$ cat config.mk
export PLATFORM = sky130hd
export DESIGN_NAME = flash_cmd_fsm
export DESIGN_NICKNAME = d
export VERILOG_FILES = /design/src/rtl/flash_cmd_pkg.sv /design/src/rtl/flash_cmd_fsm.sv
export SDC_FILE = /design/constraint.sdc
export NUM_CORES = 1
export LEC_CHECK = 0
export BUFFER_PORTS_ARGS = -buffer_cell sky130_fd_sc_hd__buf_4
export CORE_MARGIN = 2
export CORE_UTILIZATION = 48
export CTS_CLUSTER_DIAMETER = 200
export CTS_CLUSTER_SIZE = 8
export DETAILED_ROUTE_END_ITERATION = 8
export GPL_TIMING_DRIVEN = 0
export PLACE_DENSITY = 0.8
export SLEW_MARGIN = 20
export SYNTH_ARGS = -nofsm -noshare
export SYNTH_HDL_FRONTEND = slang
export SYNTH_SLANG_ARGS = --single-unit
$ cat constraint.sdc
create_clock -name clk -period 1.77 [get_ports clk]
set_input_delay 0.354 -clock clk [delete_from_list [all_inputs] [get_ports clk]]
set_output_delay 0.354 -clock clk [all_outputs]
set_load 0.05 [all_outputs]
$ cat src/rtl/flash_cmd_pkg.sv
package flash_cmd_pkg;

    typedef enum logic [2:0] {
        S_READY,
        S_ERASE_CONF,
        S_LOCK_CONF,
        S_WORD_DATA,
        S_BUF_COUNT,
        S_BUF_DATA,
        S_BUF_CONF
    } seq_state_e;

    typedef enum logic [1:0] {
        RD_ARRAY,
        RD_IDENT,
        RD_STATUS
    } rd_mode_e;

    localparam logic [7:0] OP_READ_ARRAY   = 8'hFF;
    localparam logic [7:0] OP_READ_IDENT   = 8'h90;
    localparam logic [7:0] OP_READ_STATUS  = 8'h70;
    localparam logic [7:0] OP_CLEAR_STATUS = 8'h50;
    localparam logic [7:0] OP_ERASE        = 8'h20;
    localparam logic [7:0] OP_LOCK         = 8'h60;
    localparam logic [7:0] OP_LOCK_SET     = 8'h01;
    localparam logic [7:0] OP_WORD_PROG    = 8'h40;
    localparam logic [7:0] OP_BUF_PROG     = 8'hE8;
    localparam logic [7:0] OP_CONFIRM      = 8'hD0;

    localparam logic [15:0] VENDOR_CODE    = 16'h0089;

endpackage

$ cat src/rtl/flash_cmd_fsm.sv
module flash_cmd_fsm
    import flash_cmd_pkg::*;
#(
    parameter int AW        = 6,
    parameter int BUF_WORDS = 8,
    localparam int IW = $clog2(BUF_WORDS)
) (
    input  logic                        clk,
    input  logic                        rst_n,
    input  logic                        wr_en_i,
    input  logic [AW-1:0]               addr_i,
    input  logic [15:0]                 wdata_i,
    input  logic                        busy_i,
    input  logic                        locked_i,
    output rd_mode_e                    mode_o,
    output logic [7:0]                  status_o,
    output logic                        erase_o,
    output logic                        prog_word_o,
    output logic                        prog_buf_o,
    output logic                        lock_set_o,
    output logic                        lock_clr_o,
    output logic                        start_o,
    output logic [AW-1:0]               op_addr_o,
    output logic [BUF_WORDS-1:0][15:0]  buf_data_o,
    output logic [IW-1:0]               buf_last_o
);
    seq_state_e state_q, state_d;
    rd_mode_e   mode_q;
    logic       erase_err_q, prog_err_q, lock_err_q;
    logic [IW-1:0]              last_q, fill_q;
    logic [AW-1:0]              start_q;
    logic [BUF_WORDS-1:0][15:0] buf_q;
    logic       acc, seq_err, clear_cmd;
    logic [7:0] cmd;

    assign acc       = wr_en_i && !busy_i;
    assign cmd       = wdata_i[7:0];
    assign clear_cmd = acc && (state_q == S_READY) && (cmd == OP_CLEAR_STATUS);

    // state register
    always_ff @(posedge clk or negedge rst_n) begin
        if (!rst_n) state_q <= S_READY;
        else        state_q <= state_d;
    end

    // next state
    always_comb begin
        state_d = state_q;
        if (acc) begin
            unique case (state_q)
                S_READY: begin
                    case (cmd)
                        OP_ERASE:     state_d = S_ERASE_CONF;
                        OP_LOCK:      state_d = S_LOCK_CONF;
                        OP_WORD_PROG: state_d = S_WORD_DATA;
                        OP_BUF_PROG:  state_d = S_BUF_COUNT;
                        default:      state_d = S_READY;
                    endcase
                end
                S_BUF_COUNT: state_d = (int'(cmd) < BUF_WORDS) ? S_BUF_DATA : S_READY;
                S_BUF_DATA:  state_d = (fill_q == last_q) ? S_BUF_CONF : S_BUF_DATA;
                S_ERASE_CONF, S_LOCK_CONF, S_WORD_DATA, S_BUF_CONF: state_d = S_READY;
                default:     state_d = S_READY;
            endcase
        end
    end

    // outputs: operation strobes
    always_comb begin
        erase_o     = acc && (state_q == S_ERASE_CONF) && (cmd == OP_CONFIRM);
        lock_clr_o  = acc && (state_q == S_LOCK_CONF)  && (cmd == OP_CONFIRM);
        lock_set_o  = acc && (state_q == S_LOCK_CONF)  && (cmd == OP_LOCK_SET);
        prog_word_o = acc && (state_q == S_WORD_DATA);
        prog_buf_o  = acc && (state_q == S_BUF_CONF)   && (cmd == OP_CONFIRM);
        seq_err     = acc && (((state_q == S_ERASE_CONF) && (cmd != OP_CONFIRM)) ||
                              ((state_q == S_LOCK_CONF)  && (cmd != OP_CONFIRM) && (cmd != OP_LOCK_SET)) ||
                              ((state_q == S_BUF_COUNT)  && (int'(cmd) >= BUF_WORDS)) ||
                              ((state_q == S_BUF_CONF)   && (cmd != OP_CONFIRM)));
        start_o     = erase_o || lock_clr_o || lock_set_o || prog_word_o || prog_buf_o;
        op_addr_o   = (state_q == S_BUF_CONF) ? start_q : addr_i;
    end

    // read selector
    always_ff @(posedge clk or negedge rst_n) begin
        if (!rst_n) begin
            mode_q <= RD_ARRAY;
        end else if (acc && state_q == S_READY) begin
            case (cmd)
                OP_READ_ARRAY:  mode_q <= RD_ARRAY;
                OP_READ_IDENT:  mode_q <= RD_IDENT;
                OP_READ_STATUS, OP_ERASE, OP_LOCK,
                OP_WORD_PROG, OP_BUF_PROG: mode_q <= RD_STATUS;
                default:        mode_q <= mode_q;
            endcase
        end
    end

    // sticky error bits
    always_ff @(posedge clk or negedge rst_n) begin
        if (!rst_n) begin
            erase_err_q <= 1'b0;
            prog_err_q  <= 1'b0;
            lock_err_q  <= 1'b0;
        end else if (clear_cmd) begin
            erase_err_q <= 1'b0;
            prog_err_q  <= 1'b0;
            lock_err_q  <= 1'b0;
        end else begin
            if (seq_err) begin
                erase_err_q <= 1'b1;
                prog_err_q  <= 1'b1;
            end
            if (erase_o && locked_i) begin
                erase_err_q <= 1'b1;
                lock_err_q  <= 1'b1;
            end
            if ((prog_word_o || prog_buf_o) && locked_i) begin
                prog_err_q <= 1'b1;
                lock_err_q <= 1'b1;
            end
        end
    end

    // write buffer collection
    always_ff @(posedge clk or negedge rst_n) begin
        if (!rst_n) begin
            last_q  <= '0;
            fill_q  <= '0;
            start_q <= '0;
            buf_q   <= '0;
        end else if (acc && state_q == S_BUF_COUNT) begin
            last_q <= cmd[IW-1:0];
            fill_q <= '0;
        end else if (acc && state_q == S_BUF_DATA) begin
            buf_q[fill_q] <= wdata_i;
            if (fill_q == '0) start_q <= addr_i;
            fill_q <= fill_q + 1'b1;
        end
    end

    assign mode_o     = mode_q;
    assign status_o   = {!busy_i, 1'b0, erase_err_q, prog_err_q, 1'b0, 1'b0, lock_err_q, 1'b0};
    assign buf_data_o = buf_q;
    assign buf_last_o = last_q;

    // while busy, no sequence can be open (writes are ignored)
    a_r10_quiet_when_busy: assert property (@(posedge clk) disable iff (!rst_n)
        busy_i |-> (state_q == S_READY));

    // an error bit only falls after a clear command
    a_r11_err_sticky: assert property (@(posedge clk) disable iff (!rst_n)
        ($fell(prog_err_q) || $fell(erase_err_q) || $fell(lock_err_q)) |-> $past(clear_cmd));

endmodule

== Yosys cells after proc, flatten, opt, wreduce, memory -nomap -nowiden ==
Index checks and enable logic that the tools add are counted.

* Register bits: 148
* Word-level logic and storage cells: 102

* Add/subtract/negate cells: 1
* Magnitude comparators: 4
* Equality and inequality tests: 19
* Mux-type cells: 19
* Bitwise gates (word level): 1
* Reduce and logical (&&, ||, !) cells: 42

{| class="wikitable"
|+ Operators by type and width
! cell !! number
|-
| $bwmux 128 || 1
|-
| $demux 16 s3 || 1
|-
| $eq 8x7->1 const B || 4
|-
| $eq 8x8->1 const B || 4
|-
| $logic_and 1x1->1 || 22
|-
| $mux 16 || 1
|-
| $pmux 3 s4 || 1
|-
| $reduce_bool 3->1 || 4
|-
| $eq 3x3->1 const B || 3
|-
| $mux 3 || 3
|-
| $pmux 3 s3 || 1
|-
| $eq 8x1->1 const B || 1
|-
| $eq 8x6->1 const B || 1
|-
| $ge 8x4->1 const B || 1
|-
| $logic_or 1x1->1 || 8
|-
| $lt 8x4->1 const B || 1
|-
| $mux 1 || 8
|-
| $ne 8x1->1 const B || 1
|-
| $ne 8x8->1 const B || 1
|-
| $eq 3x2->1 const B || 2
|-
| $logic_not 3->1 || 2
|-
| $mux 6 || 1
|-
| $pmux 2 s3 || 1
|-
| $reduce_or 5->1 || 1
|-
| other kinds (11) || 12
|}

== Depth between registers and ports, before layout ==
* Depth after elaboration: 10
* Depth in mapped cells: 8

== Least setup slack after synthesis ==
OpenSTA, ideal clock, no wires.

* Path type: input to output
* From: input wdata_i[6]
* To: output lock_set_o
* Arrival: 2,660 ps
* Required time: 1,416 ps
* Path slack: -1,244 ps
* Stages on the path: 5
* Buffers on the path: 1
* Cells stage by stage: clkbuf_1 > or3_1 > nor3_2 > nand3_1 > nor4_1

* Word-level cells in the longest chain between the ends: 2

{| class="wikitable"
|+ Ends and longest elaborated chain
! element !! RTL line !! RTL
|-
| from (decl) || flash_cmd_fsm.sv:12 || <nowiki>input logic [15:0] wdata_i,</nowiki>
|-
| $eq 8x1->1 || flash_cmd_fsm.sv:72 || <nowiki>lock_set_o = acc && (state_q == S_LOCK_CONF) && (cmd == OP_LOCK_SET);</nowiki>
|-
| $logic_and 1x1->1 || flash_cmd_fsm.sv:72 ||
|-
| to (decl) || flash_cmd_fsm.sv:20 || <nowiki>output logic lock_set_o,</nowiki>
|}

Every way passes these cells.

== Final worst setup path ==
* From: input wdata_i[6]
* To: output start_o

* Word-level cells in the longest chain between the ends: 6
* Elaborated cells between the ends (all ways): 10

{| class="wikitable"
|+ Ends and longest elaborated chain
! element !! RTL line !! RTL
|-
| $eq 8x8->1 || flash_cmd_fsm.sv:70, flash_cmd_fsm.sv:71, flash_cmd_fsm.sv:74 ||
|-
| $logic_and 1x1->1 (on tied branches) || flash_cmd_fsm.sv:70, flash_cmd_fsm.sv:71 ||
|-
| $logic_or 1x1->1 (3 in a row) || flash_cmd_fsm.sv:79 || <nowiki>start_o = erase_o || lock_clr_o || lock_set_o || prog_word_o || prog_buf_o;</nowiki>
|-
| $logic_or 1x1->1 * || flash_cmd_fsm.sv:79 ||
|-
| to (decl) || flash_cmd_fsm.sv:22 || <nowiki>output logic start_o,</nowiki>
|}

Mark *: on every way between the ends. The rest lies on a longest branch, timed or not.

==> flow_metrics.py <==
metrics = {
    "grt": {
        "antenna_found_initial": 0,
        "grt_pass1_wl_um": 27500,
        "grt.total_usage_pct": 24.9,
        "grt.overflow.total": 0,
        "grt_pass1_vias": 4827,
        "grt_max_degree": 80,
    },
    "outcome": {
        "status": "finished, violations left",
        "violations": "negative setup slack",
    },
    "finish": {
        "layout.cells.most_common": "buf_4",
        "fillers": 868,
        "drive_gt1_share_pct": 65.7,
        "final_nets": 719,
        "multi_input_area_sq_um": 3090,
        "diodes": 0,
        "area_delta_synth_final_pct": 49.9,
        "seq_area_sq_um": 3710,
        "mostFrequentLayoutCells": "182 x buf_4, 146 x dfrtp_1, 106 x mux2_4",
    },
    "cts": {
        "tritoncts": "built",
        "cts_max_path_buffers": 2,
        "cts-root-buf": "clkbuf_16",
        "clk_pin_slew_ns": 0.06,
        "clock_sinks": 148,
        "htree_levels": 4,
        "numCtsBuffers": 17,
        "clock_latency_ns": 0.43,
    },
    "timing": {
        "worst_slack_ns": -0.288,
        "hold_viol": 0,
        "grt_setup_unrepaired": "true",
        "finalCriticalPeriod_ns": 2.06,
        "maxSlewViolCount": 0,
        "worst-slew-pin-transition_ns": 0.577,
        "fmax_mhz": 486,
        "final.setup.tns_ns": -14.69,
        "finalSetupViolations": 133,
        "fin_skew_ns": 0.00565,
        "timing.final.crit_share_pct": 116,
        "relSlewSlack_pct": 61.5,
    },
    "drt": {
        "met2WireLength_um": 9710,
        "drt-total-wl_um": 19400,
        "drc": 0,
        "drtIter0Drc": 287,
        "route.met3.wl_um": 1170,
        "routedLengthMet1_um": 7870,
        "drtPass1Iterations": 5,
        "highest-signal-layer": "met4",
        "vias": 4880,
        "viasPerCell": 5.55,
        "wire_per_inst_um": 22.0,
        "postRouteAntennaNets": 0,
    },
    "synthesis": {
        "syn_inst": 449,
        "synth_area_per_cell_sq_um": 14.8,
        "ys_ff_latch": 148,
        "synthArstFlopShare_pct": 100,
        "ys_seq_area_share_pct": 55.7,
        "yosys_warnings": 0,
        "syn-cell-area_sq_um": 6650,
        "ys_types": 51,
        "synth_ff_type": "dfrtp_1",
        "synth_enable_flop_cells": 0,
    },
    "worst_hold_path": {
        "min_path_type": "in -> reg",
        "hold_start": "addr_i[0]",
        "hold_end": "start_q[0]",
        "whs_path_depth": 2,
    },
    "critical_path": {
        "required_ns": 1.42,
        "setup.worst_path.start_class": "primary input",
        "r2r-end": "buf_data_o[29]",
        "r2r_cells": 7,
        "critPathCaptureType": "output port",
        "rrSetupSlack_ns": -0.21,
        "criticalPathCategory": "in -> out",
        "reg2reg_from": "state_q[1]",
        "critPathMaxFanout": 4,
        "crit_arrival_ns": 1.70,
    },
    "place": {
        "io_buffer_count": 174,
        "dp_hpwl_um": 11500,
        "gp_congestion": 0.803,
    },
    "floorplanning": {
        "ios": 180,
        "die_area_sq_um": 14800,
        "core_area_sq_um": 13700,
        "die_h_um": 122,
        "die_w_um": 122,
        "rows": 43,
        "start_util_pct": 48.5,
    },
    "power_and_ir_drop": {
        "worst_ir_drop_vdd_v": 0.000860,
        "leakagePower_nw": 5.11,
        "power_mw": 13.7,
        "power.density_nw_per_um2": 1380,
    },
    "run": {
        "cap_violations": 0,
    },
}
## through the flow
stage	instances	utilization (%)	hold WS, ns	worst slack [ns]	instance area, sq um
after floorplan	452	-	0.0584	-0.372	6790
after global placement	806	60.7	0.465	-0.503	8320
after detailed placement	807	60.9	0.346	-0.502	8360
after CTS	869	69.4	0.161	-0.228	9520
after global routing	880	72.7	0.162	-0.333	9970
final	880	72.7	0.171	-0.288	9970
## power breakdown
group / internal, mW / switching [mW] / total [mW]
clock: 2.18 / 1.36 / 3.54
sequential: 4.06 / 0.552 / 4.61
combinational: 2.14 / 3.43 / 5.57
total: 8.39 / 5.34 / 13.7
## final cells by class
cell class                      count  area share [%]
Buffer                             29            3.09
Clock buffer                       19            4.34
Clock inverter                     10            1.37
Inverter                           10           0.577
Multi-Input combinational cell    263            31.0
Sequential cell                   148            37.2
Tap cell                          180            2.26
Timing Repair Buffer              221            20.1
## how the worst max path moves through the flow
stage / from / endpoint / slack (ns)
2_1_floorplan: wdata_i[6] / lock_set_o / -0.37
3_3_place_gp: busy_i / buf_data_o[5] / -0.50
3_5_place_dp: busy_i / buf_data_o[9] / -0.50
4_1_cts: state_q[0] / buf_data_o[31] / -0.23
5_1_grt: wdata_i[6] / start_o / -0.33
6_report: wdata_i[6] / start_o / -0.29
## flip-flops by register name (all words and copies together) (netlist names)
register     flops
erase_err_q      1
buf_data_o     128
state_q          3
mode_o           2
fill_q           3
lock_err_q       1
prog_err_q       1
buf_last_o       3
start_q          6
## layer usage
| metal | vias up | GRT usage [%] |
|---|---|---|
| li1 | 2068 | - |
| met1 | 2496 | 31.0 |
| met2 | 245 | 42.2 |
| met3 | 71 | 5.52 |
| met4 | 0 | 9.99 |
| met5 | - | 0 |
## worst max-delay path, stage by stage
cell,delay (ns)
clkbuf_16,0.13
or3_4,0.40
nor3_4,0.20
a31o_4,0.22
a31oi_4,0.09
o22ai_4,0.12
buf_6,0.18
## logic make-up after synthesis
group,synth area share (%)
AO/OA/AOI/OAI,2.84
XOR/XNOR,0.395
adder cells (fa/ha/maj),0.376
buffers and inverters,4.31
flip-flops,55.7
multiplexers,27.7
other,0.0564
AND/OR/NAND/NOR,8.60
## what timing repair did
item,CTS,global route
hold buffers,1,0
setup buffers,29,12
gates cloned,3,3
setup endpoints to repair,126,148
pin swaps,11,28
hold endpoints to repair,69,0
resized for setup,66,88
## synthesized netlist by cell type (6+ instances only)
library cell | instances | area (sq um)
mux2_4 | 80 | 1200
mux2_2 | 57 | 642
nor2_1 | 10 | 37.5
buf_6 | 6 | 67.6
o21ai_0 | 9 | 45.0
nand2b_1 | 7 | 43.8
clkbuf_1 | 9 | 33.8
nand2_1 | 29 | 109
dfrtp_1 | 148 | 3700
nor3_1 | 8 | 40.0
inv_1 | 7 | 26.3
buf_4 | 10 | 75.1
No activity file was read; power rests on OpenSTA's default activity.
